[config.mk]
export PLATFORM = sky130hd
export DESIGN_NAME = rtc_elapsed_alarm
export DESIGN_NICKNAME = d
export VERILOG_FILES = /design/src/rtl/rtc_alarm_pkg.sv /design/src/rtl/rtc_tick_count.sv /design/src/rtl/rtc_alarm_cmp.sv /design/src/rtl/rtc_reg_map.sv /design/src/rtl/rtc_elapsed_alarm.sv
export SDC_FILE = /design/constraint.sdc
export NUM_CORES = 1
export LEC_CHECK = 0
export CAP_MARGIN = 10
export CORE_UTILIZATION = 60
export DETAILED_ROUTE_END_ITERATION = 10
export PLACE_DENSITY = 0.81
export SYNTH_ARGS = -nofsm -noshare
export SYNTH_HDL_FRONTEND = slang
export SYNTH_SLANG_ARGS = --single-unit
[constraint.sdc]
create_clock -name clk -period 2.8 [get_ports clk]
set_input_delay 0.28 -clock clk [delete_from_list [all_inputs] [get_ports clk]]
set_output_delay 0.28 -clock clk [all_outputs]
set_load 0.005 [all_outputs]
[src/rtl/rtc_alarm_pkg.sv]
// Package: shared layout constants for the elapsed-time/alarm core.
// Assumes byte offsets are even and halfword registers sit two bytes apart.
package rtc_alarm_pkg;
    localparam int CNT_W      = 48;  // counter and compare width
    localparam int HW_W       = 16;  // register bus width
    localparam int ADDR_W     = 5;   // byte offset width
    localparam int CNT_OFS    = 0;   // first counter halfword
    localparam int CMP_OFS    = 8;   // first compare halfword
    localparam int STAT_OFS   = 30;  // status register in interrupt window
    localparam int ALARM_BIT  = 0;   // alarm bit in status register

    typedef enum logic {
        WIN_TIME = 1'b0,
        WIN_INT  = 1'b1
    } win_e;
endpackage

[src/rtl/rtc_tick_count.sv]
// Module: free-running elapsed-time counter with per-halfword overwrite.
// Assumes tick_i is a single-cycle enable. A halfword write overrides only its
// own slice of the ticked value, so carries still reach the other slices.
module rtc_tick_count #(
    parameter int CNT_W = 48,
    parameter int HW_W  = 16,
    localparam int NHW  = CNT_W / HW_W
) (
    input  logic             clk,
    input  logic             rst_n,
    input  logic             tick_i,
    input  logic [NHW-1:0]   hw_we_i,
    input  logic [HW_W-1:0]  wdata_i,
    output logic [CNT_W-1:0] cnt_o,
    output logic [CNT_W-1:0] cnt_inc_o
);
    logic [CNT_W-1:0] cnt_q;
    logic [CNT_W-1:0] ticked;
    logic [CNT_W-1:0] cnt_d;

    // Purpose: value the counter takes on a tick, wrapping modulo 2^CNT_W.
    always_comb cnt_inc_o = cnt_q + CNT_W'(1);

    // Purpose: choose between hold and advance.
    always_comb ticked = tick_i ? cnt_inc_o : cnt_q;

    // Purpose: replace written halfwords, keep ticked value elsewhere.
    for (genvar k = 0; k < NHW; k++) begin : g_slice
        assign cnt_d[k*HW_W +: HW_W] = hw_we_i[k] ? wdata_i : ticked[k*HW_W +: HW_W];

        assert_hw_write_R4: assert property (@(posedge clk) disable iff (!rst_n)
            hw_we_i[k] |=> cnt_q[k*HW_W +: HW_W] == $past(wdata_i));
    end

    // Purpose: counter register with synchronous active-low reset.
    always_ff @(posedge clk) begin
        if (!rst_n) cnt_q <= '0;
        else        cnt_q <= cnt_d;
    end

    assign cnt_o = cnt_q;

    assert_hold_R2: assert property (@(posedge clk) disable iff (!rst_n)
        (!tick_i && hw_we_i == '0) |=> $stable(cnt_q));

    assert_step_R2: assert property (@(posedge clk) disable iff (!rst_n)
        (tick_i && hw_we_i == '0) |=> cnt_q == $past(cnt_q) + CNT_W'(1));
endmodule

[src/rtl/rtc_alarm_cmp.sv]
// Module: alarm compare register and sticky alarm flag.
// Assumes cnt_inc_i is the counter value plus one. A match counts only on a
// tick with no counter write. A set wins over a clear in the same cycle.
module rtc_alarm_cmp #(
    parameter int CNT_W = 48,
    parameter int HW_W  = 16,
    localparam int NHW  = CNT_W / HW_W
) (
    input  logic             clk,
    input  logic             rst_n,
    input  logic             tick_i,
    input  logic             cnt_wr_i,
    input  logic [CNT_W-1:0] cnt_inc_i,
    input  logic [NHW-1:0]   hw_we_i,
    input  logic [HW_W-1:0]  wdata_i,
    input  logic             clr_i,
    output logic [CNT_W-1:0] cmp_o,
    output logic             flag_o
);
    logic [CNT_W-1:0] cmp_q;
    logic             flag_q;
    logic             hit;

    // Purpose: compare registers, one halfword slice per generate step.
    for (genvar k = 0; k < NHW; k++) begin : g_cmp
        always_ff @(posedge clk) begin
            if (!rst_n)          cmp_q[k*HW_W +: HW_W] <= '0;
            else if (hw_we_i[k]) cmp_q[k*HW_W +: HW_W] <= wdata_i;
        end

        assert_cmp_write_R5: assert property (@(posedge clk) disable iff (!rst_n)
            hw_we_i[k] |=> cmp_q[k*HW_W +: HW_W] == $past(wdata_i));
    end

    // Purpose: detect the tick that brings the counter onto the compare value.
    always_comb hit = tick_i && !cnt_wr_i && (cnt_inc_i == cmp_q);

    // Purpose: sticky flag, set has priority over clear.
    always_ff @(posedge clk) begin
        if (!rst_n)    flag_q <= 1'b0;
        else if (hit)  flag_q <= 1'b1;
        else if (clr_i) flag_q <= 1'b0;
    end

    assign cmp_o  = cmp_q;
    assign flag_o = flag_q;

    assert_flag_sticky_R7: assert property (@(posedge clk) disable iff (!rst_n)
        (flag_q && !clr_i) |=> flag_q);

    assert_flag_no_spurious_R6: assert property (@(posedge clk) disable iff (!rst_n)
        (!flag_q && (!tick_i || cnt_wr_i)) |=> !flag_q);
endmodule

[src/rtl/rtc_reg_map.sv]
// Module: register decode and read multiplexer for both windows.
// Assumes even byte offsets. Anything not decoded reads zero and is ignored
// on write.
module rtc_reg_map
    import rtc_alarm_pkg::*;
#(
    parameter int CNT_W  = 48,
    parameter int HW_W   = 16,
    parameter int ADDR_W = 5,
    localparam int NHW   = CNT_W / HW_W
) (
    input  logic              clk,
    input  logic              rst_n,
    input  logic              win_i,
    input  logic [ADDR_W-1:0] addr_i,
    input  logic              wen_i,
    input  logic [HW_W-1:0]   wdata_i,
    input  logic [CNT_W-1:0]  cnt_i,
    input  logic [CNT_W-1:0]  cmp_i,
    input  logic              flag_i,
    output logic [NHW-1:0]    cnt_we_o,
    output logic [NHW-1:0]    cmp_we_o,
    output logic              clr_o,
    output logic [HW_W-1:0]   rdata_o
);
    logic [NHW-1:0] cnt_sel;
    logic [NHW-1:0] cmp_sel;
    logic           stat_sel;

    // Purpose: per-halfword address decode in the time window.
    for (genvar k = 0; k < NHW; k++) begin : g_dec
        assign cnt_sel[k] = (win_i == WIN_TIME) && (addr_i == ADDR_W'(CNT_OFS + 2*k));
        assign cmp_sel[k] = (win_i == WIN_TIME) && (addr_i == ADDR_W'(CMP_OFS + 2*k));
    end

    // Purpose: status register decode in the interrupt window.
    always_comb stat_sel = (win_i == WIN_INT) && (addr_i == ADDR_W'(STAT_OFS));

    // Purpose: write strobes toward the counter, compare and flag.
    always_comb begin
        cnt_we_o = wen_i ? cnt_sel : '0;
        cmp_we_o = wen_i ? cmp_sel : '0;
        clr_o    = wen_i && stat_sel && wdata_i[ALARM_BIT];
    end

    // Purpose: combinational read multiplexer, zero when nothing decodes.
    always_comb begin
        rdata_o = '0;
        for (int k = 0; k < NHW; k++) begin
            if (cnt_sel[k]) rdata_o = cnt_i[k*HW_W +: HW_W];
            if (cmp_sel[k]) rdata_o = cmp_i[k*HW_W +: HW_W];
        end
        if (stat_sel) rdata_o[ALARM_BIT] = flag_i;
    end

    assert_one_target_R10: assert property (@(posedge clk) disable iff (!rst_n)
        $onehot0({cnt_we_o, cmp_we_o, clr_o}));
endmodule

[src/rtl/rtc_elapsed_alarm.sv]
// Module: top of the elapsed-time counter with alarm compare.
// Assumes tick is synchronous to clk and one cycle wide. Register reads are
// combinational from reg_win and reg_addr.
module rtc_elapsed_alarm
    import rtc_alarm_pkg::*;
(
    input  logic              clk,
    input  logic              rst_n,
    input  logic              tick,
    input  logic              reg_win,
    input  logic [ADDR_W-1:0] reg_addr,
    input  logic              reg_wen,
    input  logic [HW_W-1:0]   reg_wdata,
    output logic [HW_W-1:0]   reg_rdata,
    input  logic              alarm_en,
    output logic              alarm_irq
);
    localparam int NHW = CNT_W / HW_W;

    logic [NHW-1:0]   cnt_we;
    logic [NHW-1:0]   cmp_we;
    logic             clr;
    logic [CNT_W-1:0] cnt;
    logic [CNT_W-1:0] cnt_inc;
    logic [CNT_W-1:0] cmp;
    logic             flag;

    rtc_reg_map #(.CNT_W(CNT_W), .HW_W(HW_W), .ADDR_W(ADDR_W)) u_map (
        .clk(clk), .rst_n(rst_n), .win_i(reg_win), .addr_i(reg_addr),
        .wen_i(reg_wen), .wdata_i(reg_wdata), .cnt_i(cnt), .cmp_i(cmp),
        .flag_i(flag), .cnt_we_o(cnt_we), .cmp_we_o(cmp_we), .clr_o(clr),
        .rdata_o(reg_rdata)
    );

    rtc_tick_count #(.CNT_W(CNT_W), .HW_W(HW_W)) u_cnt (
        .clk(clk), .rst_n(rst_n), .tick_i(tick), .hw_we_i(cnt_we),
        .wdata_i(reg_wdata), .cnt_o(cnt), .cnt_inc_o(cnt_inc)
    );

    rtc_alarm_cmp #(.CNT_W(CNT_W), .HW_W(HW_W)) u_cmp (
        .clk(clk), .rst_n(rst_n), .tick_i(tick), .cnt_wr_i(|cnt_we),
        .cnt_inc_i(cnt_inc), .hw_we_i(cmp_we), .wdata_i(reg_wdata),
        .clr_i(clr), .cmp_o(cmp), .flag_o(flag)
    );

    // Purpose: level interrupt, flag gated by the enable.
    always_comb alarm_irq = flag && alarm_en;

    assert_irq_gated_R9: assert property (@(posedge clk) disable iff (!rst_n)
        alarm_irq |-> alarm_en);

    assert_reset_clear_R1: assert property (@(posedge clk)
        !rst_n |=> (!alarm_irq && reg_rdata == '0) || !rst_n || reg_addr != $past(reg_addr) || reg_win != $past(reg_win));
endmodule

Yosys cells after proc, flatten, opt, wreduce, memory -nomap -nowiden

Cells that the tools add are included.

$add $sub $neg: 1
Eq/ne operators: 7
Muxes and demuxes: 15
Bitwise gates (word level): 1
Reductions and logical operators: 19

Operators by type and width:

| operator                                                              | number |
|---|---|
| 16-bit two-way mux                                                    | 9 |
| 48-bit by 1-bit adder with 48-bit output, second input constant       | 1 |
| 48-bit equality test                                                  | 1 |
| 48-bit two-way mux                                                    | 1 |
| 5-bit by 4-bit equality test with 1-bit output, second input constant | 3 |
| 1-bit logical AND                                                     | 12 |
| 2-bit nonzero test                                                    | 4 |
| 3-bit two-way mux                                                     | 2 |
| 5-bit by 2-bit equality test with 1-bit output, second input constant | 1 |
| 5-bit by 3-bit equality test with 1-bit output, second input constant | 1 |
| 5-bit equality test, second input constant                            | 1 |
| 5-bit zero test                                                       | 1 |
| 1-bit two-way mux                                                     | 3 |
| 3-bit OR reduction                                                    | 1 |
| 1-bit zero test                                                       | 1 |
| 1-bit NOT                                                             | 1 |

Register bits after elaboration: 97
Bits of input ports: 27
Output and inout port bits: 17

Logic depth before layout (Yosys ltp)

Gate-level depths: netlist of run 1.

Word-level depth: 9
Mapped depth: 11

By module

A second synthesis of run 1 with hierarchy kept.

Cell total of the unflattened synthesis: 859
Area, all modules: 7076.8 um2

Modules (own cells, without submodules):

| module            | times used | cells each | area an instance (um2) | sequential area each (um2) |
|---|---|---|---|---|
| rtc_tick_count    | 1          | 483        | 3741.1                 | 960.9 |
| rtc_alarm_cmp     | 1          | 224        | 2369.8                 | 980.9 |
| rtc_reg_map       | 1          | 150        | 953.4                  | 0.0 |
| rtc_elapsed_alarm | 1          | 2          | 12.5                   | 0.0 |

Least setup slack after synthesis of run 1

No wires, ideal clock.

Path kind: flip-flop to flip-flop
From: reg u_cnt.cnt_q[1] (netlist: u_cnt.cnt_o[1])
To: reg u_cmp.flag_q (netlist: u_cmp.flag_o)
Library setup time: 0.059 ns
Arrival: 2.406 ns
Data required time: 2.741 ns
Slack: 0.335 ns
Stages on the path, launching flop included: 11
Buffers on the path: 1
Period minus slack after synthesis: 2.465 ns
Path through: dfxtp_1 ha_1 nand4_1 or4_1 clkbuf_1 nor4b_1 xnor2_1 o2111ai_1 nor4_1 nand4_1 nand2_1

Longest elaborated chain between the ends: 4
Elaborated cells on any way between the ends: 5
Classes of those cells: 1 x add/sub; 1 x eq/ne; 1 x mux; 2 x reduce/logical

RTL lines:

| item                                                           | line                 | text |
|---|---|---|
| from (decl)                                                    | rtc_tick_count.sv:17 | `logic [CNT_W-1:0] cnt_q;` |
| from (signal assigned)                                         | rtc_tick_count.sv:38 | `else cnt_q <= cnt_d;` |
| 48-bit by 1-bit adder with 48-bit output *                     | rtc_tick_count.sv:22 | `always_comb cnt_inc_o = cnt_q + CNT_W'(1);` |
| 48-bit equality test *                                         | rtc_alarm_cmp.sv:36  | `always_comb hit = tick_i && !cnt_wr_i && (cnt_inc_i == cmp_q);` |
| 1-bit logical AND *                                            | rtc_alarm_cmp.sv:36  |  |
| 1-bit two-way mux / 2-bit nonzero test (equally long branches) | -                    |  |
| to (signal assigned)                                           | rtc_alarm_cmp.sv:40  | `if (!rst_n) flag_q <= 1'b0;` |
| to (signal assigned)                                           | rtc_alarm_cmp.sv:41  | `else if (hit) flag_q <= 1'b1;` |
| to (signal assigned)                                           | rtc_alarm_cmp.sv:42  | `else if (clr_i) flag_q <= 1'b0;` |
| to (decl)                                                      | rtc_alarm_cmp.sv:21  | `logic flag_q;` |

Every way passes the cells marked *; elsewhere a longest branch is shown, timed or not.
A chain may end at the register's enable or synchronous reset.

Final worst setup path of run 1

From: in reg_addr[1]
To: out reg_rdata[14]

Longest elaborated chain between the ends: 8
Elaborated cells on any way between the ends: 18
Classes of those cells: 5 x eq/ne; 6 x mux; 7 x reduce/logical

RTL lines:

| item                 | line                    | text |
|---|---|---|
| from (decl)          | rtc_elapsed_alarm.sv:11 | `input logic [ADDR_W-1:0] reg_addr,` |
| 5-bit zero test      | rtc_reg_map.sv:32       | `assign cnt_sel[k] = (win_i == WIN_TIME) && (addr_i == ADDR_W'(CNT_OFS + 2*k));` |
| 1-bit logical AND    | rtc_reg_map.sv:32       |  |
| 16-bit two-way mux   | rtc_reg_map.sv:50       | `if (cnt_sel[k]) rdata_o = cnt_i[k*HW_W +: HW_W];` |
| 16-bit two-way mux   | rtc_reg_map.sv:51       | `if (cmp_sel[k]) rdata_o = cmp_i[k*HW_W +: HW_W];` |
| 16-bit two-way mux   | rtc_reg_map.sv:50       |  |
| 16-bit two-way mux   | rtc_reg_map.sv:51       |  |
| 16-bit two-way mux   | rtc_reg_map.sv:50       |  |
| 16-bit two-way mux * | rtc_reg_map.sv:51       |  |
| to (decl)            | rtc_elapsed_alarm.sv:14 | `output logic [HW_W-1:0] reg_rdata,` |

Marks and branches as above.

==> results.env, run 1 <==
WORST_SLEW_PIN_SLEW_PS=757
DETAIL_ROUTE.WIRELENGTH_MM=26.8
WORST-PATH-MAX-FANOUT=11
ANTENNA-DIODE-COUNT=0
CRITICAL_PATH_REQUIRED_PS=2520
YOSYS_MOST_USED_DFF='sky130_fd_sc_hd__dfxtp_1'
FP.DIEH_UM=107
PLACEMENT.IO_BUFFERS=43
DETAILEDPLACEMENTHPWL_MM=20.2
SYNTH-COMPOUND-AREA-SHARE_PCT=19.0
DRT_PASS1_ITERATIONS=6
CP_SLOWEST_STAGE_DELAY_PS=580
SYNTHTOLAYOUTAREAGROWTH_PCT=20.2
FINAL_REPORT_SETUP_VIOLATION_COUNT=0
ANTENNA_FOUND_INITIAL=0
CLK_ROOT_BUFFER_CELL='sky130_fd_sc_hd__clkbuf_8'
WORSTPATHARRIVAL_PS=2490
CTS.PATH.MAX_BUFFERS=2
POST_SYNTH_NUM_CELL_TYPES=64
CLOCK_TREE.HTREE_LEVEL_COUNT=3
POST_ROUTE_CELLS_DRIVE_ABOVE_1_SHARE_PCT=14.8
WORSTPATHCELLLIST='clkdlybuf4s50_1 > or4_4 > buf_4 > nor2_1 > a221oi_1 > o22ai_1 > clkdlybuf4s50_1'
LARGEST_NET_DEGREE_AT_THE_START_OF_GLOBAL_ROUTING=44
CTS-BUFFERS-INSERTED=9
DRCVIOLATIONCOUNT=0
CTS_HOLD_BUF=0
CLKLATENCYLATEPIN_PS=400
DRT-WIRELENGTH-PER-CELL_UM=23.9
VIA_COUNT_OF_THE_FIRST_GLOBAL_ROUTING_PASS=7274
POST_ROUTE_ANT_NETS=0
DRT-VIAS-PER-INSTANCE=6.81
RUN_STATUS='completed'
CPLARGESTDELAYFAMILY='buffers and inverters'
AREA_ENCLOSED_BY_THE_DIE_BOUNDARY_MM2=0.0115
FIN_HOLD_WS_PS=493
WORST_SETUP_PATH_START_KIND='input port'
SYNTH_SEQUENTIAL_AREA_RATIO_PCT=29.3
MIN-DELAY-PATH-CLASS='flip-flop to flip-flop'
INITIAL_UTILIZATION_PCT=61.4
DR_TOTAL_VIAS=7654
GRT_PASS1_WL_MM=40.8
PATH_COMMON_CELL='sky130_fd_sc_hd__clkdlybuf4s50_1'
GLOBAL_ROUTE_OVERFLOW=0
YOSYS.AREA_SHARE.SIMPLE_PCT=28.1
TIMING.SLEW.HEADROOM_PCT=49.4
CTS_SINKS=97
DRT-INITIAL-DRC-COUNT=1045
CRIT_PATH_END_KIND='output pin'
P_PER_AREA_mW_PER_MM2=323
SYNTH-EDFF-COUNT=0
IR_DROP_V=0.000572
TIMING_WORST_SETUP_PATH_TYPE='input port to output pin'
POSTSYNTHREGISTERBITS=97
DP_SLACK_PS=-7.09
YS_WARN_COUNT=0
SYN_AREA_PER_CELL_UM2=7.38
DRV_SLEW=0
DIE_W_UM=107
FINALHOLDVIOLCOUNT=0
P_LEAK_nW=2.78
MIN_PERIOD_OVER_PERIOD_PCT=98.9
TIMING.CLOCK.SKEW_PS=14.3
FILLCELLCOUNT=875
LAYOUT.CELLS.MOST_COMMON_LIST='sky130_fd_sc_hd__nand2_1 (140), sky130_fd_sc_hd__buf_4 (103), sky130_fd_sc_hd__dfxtp_1 (97)'
SYN_INST=898
GP_CONGESTION=1.05
ASYNCSETRESETFLOPFRACSYNTH_PCT=0
MOST_FREQUENT_STANDARD_CELL_IN_THE_LAYOUT_EXCLUDING_FILL_AND_TAP_CELLS='sky130_fd_sc_hd__nand2_1'
SYNTH_XOR_XNOR_AREA_SHARE_PCT=14.7
MAXCLOCKFREQUENCY_MHz=361
CLKSLEWWORSTSETUPHOLDPATHS_PS=90
SYNTH.AREA.MUX_SHARE_PCT=3.11
NUM-NETS-FINAL=1007
FINAL_PERIOD_MINUS_WORST_SETUP_SLACK_PS=2770
SYNTH_TOP_FAMILY_BY_AREA='simple AND/OR/NAND/NOR gates'
CRIT_PATH_TOP_DELAY_CELL='sky130_fd_sc_hd__or4_4'
MAX_CAP_VIOLATION_COUNT=0
SYNTH.CELL_AREA_MM2=0.00663
DESIGN.PORTCOUNT=44
PLACEABLECOREAREA_MM2=0.0108
CRITICAL_PATH.N_BUFFERS_INVERTERS=3
ROWS=38
SYNTH-ADDER-AREA-SHARE_PCT=0.189
GRT_USE_TOTAL_PCT=47.8
SYN-NUM-NETS=926
TRITONCTS='done'
FINAL_CRITICAL_PATH_SETUP_SLACK_PS=31.5
## path summary, 6_finish.rpt
kind                   start               to  slack (ps)  cells after the start
max              reg_addr[1]    reg_rdata[14]          30                      7
min          u_cmp.cmp_o[14]  u_cmp.cmp_o[14]         490                      2
max reg2reg   u_cnt.cnt_o[0]  u_cnt.cnt_o[36]         100                      9
min reg2reg  u_cmp.cmp_o[14]  u_cmp.cmp_o[14]         490                      2
## metal layers
layer  vias up  wire length (µm)  GRT usage, %  share of wire [%]
met2       610             11600          71.7                 43
met1      3539              9920          58.2                 37
met4         0              1940          33.9                7.2
met5         -                 0             0                  0
met3       148              3350          14.3                 13
li1       3357                 -             -                  -
## metrics by stage
| step | TNS (ps) | cell area, µm² | util (%) | power (mW) | instances |
|---|---|---|---|---|---|
| 2_1_floorplan | 0 | 6630 | - | 1.55 | 898 |
| 5_1_grt | -79.9 | 7970 | 73.9 | 2.64 | 1124 |
| 3_3_place_gp | -12.3 | 7750 | 71.9 | 1.70 | 1108 |
| 4_1_cts | 0 | 7930 | 73.5 | 2.56 | 1124 |
| 3_5_place_dp | -7.09 | 7750 | 71.9 | 1.70 | 1108 |
| 6_report | 0 | 7970 | 73.9 | 2.58 | 1124 |
## power by group
group / internal, mW / leakage, nW / total, mW / switching, mW
Combinational: 0.111 / 1.90 / 0.284 / 0.172
Clock: 0.349 / 0.0964 / 0.890 / 0.540
Sequential: 1.39 / 0.782 / 1.40 / 0.0128
Total: 1.85 / 2.78 / 2.58 / 0.725
## kinds of logic after synthesis
kind of cell | Yosys count
XOR/XNOR | 111
adder cells (fa/ha/maj) | 1
buffers and inverters | 91
multiplexers | 20
flip-flops | 97
AO/OA/AOI/OAI | 191
AND/OR/NAND/NOR | 387
## synthesized netlist by cell type (all sizes together), types with 2 or more instances
cell,number,area (µm²)
a211o,3,26.3
mux2i,15,150
nor4,18,119
a21oi,68,340
nand3,32,160
mux2,5,56.3
clkbuf,60,228
xnor2,66,578
or3,8,51.3
nand2,140,526
xor2,45,394
and4,7,61.3
nor3,7,40.0
inv,10,37.5
a31oi,3,18.8
nand2b,6,37.5
a41oi,3,26.3
o2111ai,4,35.0
nor4b,4,56.3
o221ai,5,43.8
a222oi,10,100
nor2b,3,18.8
or4,4,30.0
a211oi,44,330
a22oi,5,37.5
or2,3,18.8
a311oi,4,35.0
buf,20,108
o22ai,4,25.0
nor2,95,357
and3,11,68.8
nand4,37,238
and2,10,62.6
a221oi,2,17.5
o21ai,25,125
dfxtp,97,1940
## flip-flops by register name, summed over array words and instances (netlist names)
register      count
u_cmp.cmp_o      48
u_cnt.cnt_o      48
u_cmp.flag_o      1
## final cells by class
class	instances	area, µm²	area share, %
repair buffers	150	1280	16.0
flip-flops and latches	97	1940	24.4
clock inverters	6	41.3	0.518
inverters	11	41.3	0.518
well taps	140	175	2.20
multi-input cells	710	4360	54.7
clock buffers	10	138	1.73
## repair_timing
action	4_1_cts	5_1_grt
gates cloned	0	0
setup buffers	0	0
resized for setup	1	9
endpoints found under the setup margin	1	15
## worst register-to-register path, cell delays in order, from the launching register on
cell and delay (ps):
sky130_fd_sc_hd__dfxtp_1 350, sky130_fd_sc_hd__ha_1 180, sky130_fd_sc_hd__nand4_1 160, sky130_fd_sc_hd__or4_1 700, sky130_fd_sc_hd__buf_4 200, sky130_fd_sc_hd__nor2_1 190
sky130_fd_sc_hd__nand3_2 250, sky130_fd_sc_hd__nor3_1 260, sky130_fd_sc_hd__xnor2_1 90, sky130_fd_sc_hd__a211oi_1 240
No activity file was read; power rests on OpenSTA's default activity.
==> run 2, diff against run 1 <==
--- a/config.mk
+++ b/config.mk
@@ -9,6 +9,7 @@
 export CORE_UTILIZATION = 60
 export DETAILED_ROUTE_END_ITERATION = 10
 export PLACE_DENSITY = 0.81
+export SLEW_MARGIN = 20
 export SYNTH_ARGS = -nofsm -noshare
 export SYNTH_HDL_FRONTEND = slang
 export SYNTH_SLANG_ARGS = --single-unit
==> results of run 2 <==
No change in the layout: final DEF, timing and power equal those of run 1.
==> run 3, diff against run 2 <==
--- a/config.mk
+++ b/config.mk
@@ -6,9 +6,11 @@
 export NUM_CORES = 1
 export LEC_CHECK = 0
 export CAP_MARGIN = 10
-export CORE_UTILIZATION = 60
+export CELL_PAD_IN_SITES_DETAIL_PLACEMENT = 0
+export CELL_PAD_IN_SITES_GLOBAL_PLACEMENT = 2
+export CORE_UTILIZATION = 35
 export DETAILED_ROUTE_END_ITERATION = 10
-export PLACE_DENSITY = 0.81
+export PLACE_DENSITY = 0.8
 export SLEW_MARGIN = 20
 export SYNTH_ARGS = -nofsm -noshare
 export SYNTH_HDL_FRONTEND = slang
==> results.env, run 3 (same netlist as run 1, synthesis figures left out) <==
POWER_mW=3.17  # was 2.58 mW
MOST_FREQUENT_STANDARD_CELL_IN_THE_LAYOUT_EXCLUDING_FILL_AND_TAP_CELLS='sky130_fd_sc_hd__nand2_1'  # unchanged
CTS-BUFFERS-INSERTED=9  # unchanged
CTS_HOLD_BUF=0  # unchanged
WORSTPATHARRIVAL_PS=2470  # was 2490 ps
WORST_SETUP_PATH_START_KIND='input port'  # unchanged
DRT-WIRELENGTH-PER-CELL_UM=24.1  # was 23.9 µm
RSZ0062_AT_GRT='yes'
CRIT_PATH_END_KIND='output pin'  # unchanged
DRV_SLEW=0  # unchanged
BEGINNING_OF_THE_WORST_REGISTER_TO_REGISTER_PATH='u_cnt.cnt_o[14]'  # was u_cnt.cnt_o[0]
MAXCLOCKFREQUENCY_MHz=364  # was 361 MHz
FINAL_PERIOD_MINUS_WORST_SETUP_SLACK_PS=2750  # was 2770 ps
WORST-PATH-MAX-FANOUT=7  # was 11
CLOCK_TREE.HTREE_LEVEL_COUNT=3  # unchanged
P_PER_AREA_mW_PER_MM2=375  # was 323 mW/mm²
CRITICAL_PATH_REQUIRED_PS=2520  # about the same
POST_ROUTE_CELLS_DRIVE_ABOVE_1_SHARE_PCT=17.0  # was 14.8%
TIMING.SLEW.HEADROOM_PCT=51.5  # was 49.4%
FINAL_REPORT_SETUP_VIOLATION_COUNT=0  # unchanged
CTS_SINKS=97  # unchanged
WORST_SLEW_PIN_SLEW_PS=725  # was 757 ps
TOTAL_NEGATIVE_SETUP_SLACKS_PS=0  # unchanged
CLKSLEWWORSTSETUPHOLDPATHS_PS=70  # was 90 ps
PLACEABLECOREAREA_MM2=0.0183  # was 0.0108 mm²
MULTI_INPUT_COMB_AREA_MM2=0.00438  # was 0.00436 mm²
P_LEAK_nW=3.00  # was 2.78 nW
PLACEMENT.IO_BUFFERS=43  # unchanged
RUN_STATUS='completed'  # unchanged
ROWS=49  # was 38
DIE_W_UM=140  # was 107 µm
DRT-VIAS-PER-INSTANCE=5.87  # was 6.81
AREA_ENCLOSED_BY_THE_DIE_BOUNDARY_MM2=0.0195  # was 0.0115 mm²
VIA_COUNT_OF_THE_FIRST_GLOBAL_ROUTING_PASS=7117  # was 7274
CRITICAL_PATH.STARTPOINT='reg_addr[0]'  # was reg_addr[1]
DP_SLACK_PS=17.2  # was -7.09 ps
FP.DIEH_UM=140  # was 107 µm
DETAIL_ROUTE.WIRELENGTH_MM=29.7  # was 26.8 mm
DETAILROUTE.WIRELENGTH.MET3_MM=1.81  # was 3.35 mm
IR_DROP_V=0.000307  # was 0.000572 V
FIN_HOLD_WS_PS=492  # was 493 ps
GLOBAL_ROUTE_OVERFLOW=0  # unchanged
FINAL_CRITICAL_PATH_SETUP_SLACK_PS=51.8  # was 31.5 ps
MIN-DELAY-PATH-CLASS='flip-flop to flip-flop'  # unchanged
DRT-INITIAL-DRC-COUNT=606  # was 1045
SEQUENTIAL_CELL_AREA_MM2=0.00194  # about the same
CLK_ROOT_BUFFER_CELL='sky130_fd_sc_hd__clkbuf_16'  # was sky130_fd_sc_hd__clkbuf_8
CTS.PATH.MAX_BUFFERS=2  # unchanged
LAYOUT.CELLS.MOST_COMMON_LIST='sky130_fd_sc_hd__nand2_1 (140), sky130_fd_sc_hd__buf_4 (122), sky130_fd_sc_hd__dfxtp_1 (96)'  # was sky130_fd_sc_hd__nand2_1 (140), sky130_fd_sc_hd__buf_4 (103), sky130_fd_sc_hd__dfxtp_1 (97)
MAX_CAP_VIOLATION_COUNT=0  # unchanged
DR_TOTAL_VIAS=7233  # was 7654
TIMING.CLOCK.SKEW_PS=9.07  # was 14.3 ps
MIN_PERIOD_OVER_PERIOD_PCT=98.2  # was 98.9%
CLKLATENCYLATEPIN_PS=360  # was 400 ps
ROUTE.LAYER.MET1.WL_MM=13.3  # was 9.92 mm
FINALHOLDVIOLCOUNT=0  # unchanged
SYNTHTOLAYOUTAREAGROWTH_PCT=27.6  # was 20.2%
DETAILEDPLACEMENTHPWL_MM=23.2  # was 20.2 mm
LAYOUT.CORE_UTILIZATION_PCT=46.3  # was 73.9%
LARGEST_NET_DEGREE_AT_THE_START_OF_GLOBAL_ROUTING=49  # was 44
HIGHEST-SIGNAL-LAYER='met4'  # unchanged
WORST_HOLD_STARTPOINT='u_cmp.cmp_o[14]'  # unchanged
MET2ROUTEDLENGTH_MM=13.9  # was 11.6 mm
TIMING_WORST_SETUP_PATH_TYPE='input port to output pin'  # unchanged
DRT_PASS1_ITERATIONS=5  # was 6
INITIAL_UTILIZATION_PCT=36.3  # was 61.4%
GRT_USE_TOTAL_PCT=30.8  # was 47.8%
FILLCELLCOUNT=1841  # was 875
GRT_PASS1_WL_MM=44.2  # was 40.8 mm
ANTENNA_FOUND_INITIAL=0  # unchanged
ANTENNA-DIODE-COUNT=0  # unchanged
TRITONCTS='done'  # unchanged
NUM-NETS-FINAL=1028  # was 1007
DRCVIOLATIONCOUNT=0  # unchanged
GP_CONGESTION=0.998  # was 1.05
DESIGN.PORTCOUNT=44  # unchanged
POST_ROUTE_ANT_NETS=0  # unchanged
## run 3: cell count changes in the layout (fill, tap and decap cells not counted), moves of 2 or more
cell,change
sky130_fd_sc_hd__buf_12,+3
sky130_fd_sc_hd__buf_4,+19
sky130_fd_sc_hd__bufinv_16,+3
sky130_fd_sc_hd__clkbuf_16,+9
sky130_fd_sc_hd__clkbuf_8,-9
sky130_fd_sc_hd__clkinv_2,-2
sky130_fd_sc_hd__nand2b_1,-2
sky130_fd_sc_hd__nand2b_2,+2
sky130_fd_sc_hd__nor4b_2,-2
sky130_fd_sc_hd__o21ai_0,-2
sky130_fd_sc_hd__o21ai_1,+2
## run 3: cell type report
class,instances,share of cell area [%]
Tap cell,229,3.39
Sequential cell,97,23.0
Inverter,11,0.488
Multi-Input combinational cell,710,51.7
Clock buffer,10,2.82
Clock inverter,5,1.23
Timing Repair Buffer,171,17.4
## run 3: routing by layer
layer | global-route usage [%] | vias up
met5 | 0 | -
met4 | 10.8 | 0
met3 | 5.09 | 46
met2 | 50.6 | 283
met1 | 40.7 | 3514
li1 | - | 3390
## run 3: what timing repair did
item                                    4_1_cts  5_1_grt
resized for setup                             0       15
buffers inserted                              0        2
endpoints found under the setup margin        0       18
## run 3: per-stage QoR
| step | std cells | area (µm²) |
|---|---|---|
| after global routing | 1233 | 8460 |
| after detailed placement | 1216 | 8060 |
| final | 1233 | 8460 |
| after CTS | 1231 | 8400 |
| after floorplan | 898 | 6630 |
| after global placement | 1216 | 8060 |
## run 3: report_power, final
group          switching [mW]  total (mW)  internal [mW]
Clock                   0.581        1.48          0.894
Sequential             0.0149        1.41           1.39
Combinational           0.177       0.294          0.116
## run 3: worst paths after layout
check	endpoint	slack (ps)	cells past startpoint
worst max-delay path	reg_rdata[8]	50	7
worst max register to register	u_cnt.cnt_o[43]	100	9
worst min-delay path	u_cmp.cmp_o[14]	490	2
worst min register to register	u_cmp.cmp_o[14]	490	2
## run 3: critical path: stages
cell and delay (ps):
sky130_fd_sc_hd__clkdlybuf4s50_1 450, sky130_fd_sc_hd__or4_4 540, sky130_fd_sc_hd__buf_4 180, sky130_fd_sc_hd__nor2_1 140
sky130_fd_sc_hd__a221oi_1 90, sky130_fd_sc_hd__o22ai_1 210, sky130_fd_sc_hd__clkdlybuf4s50_1 560
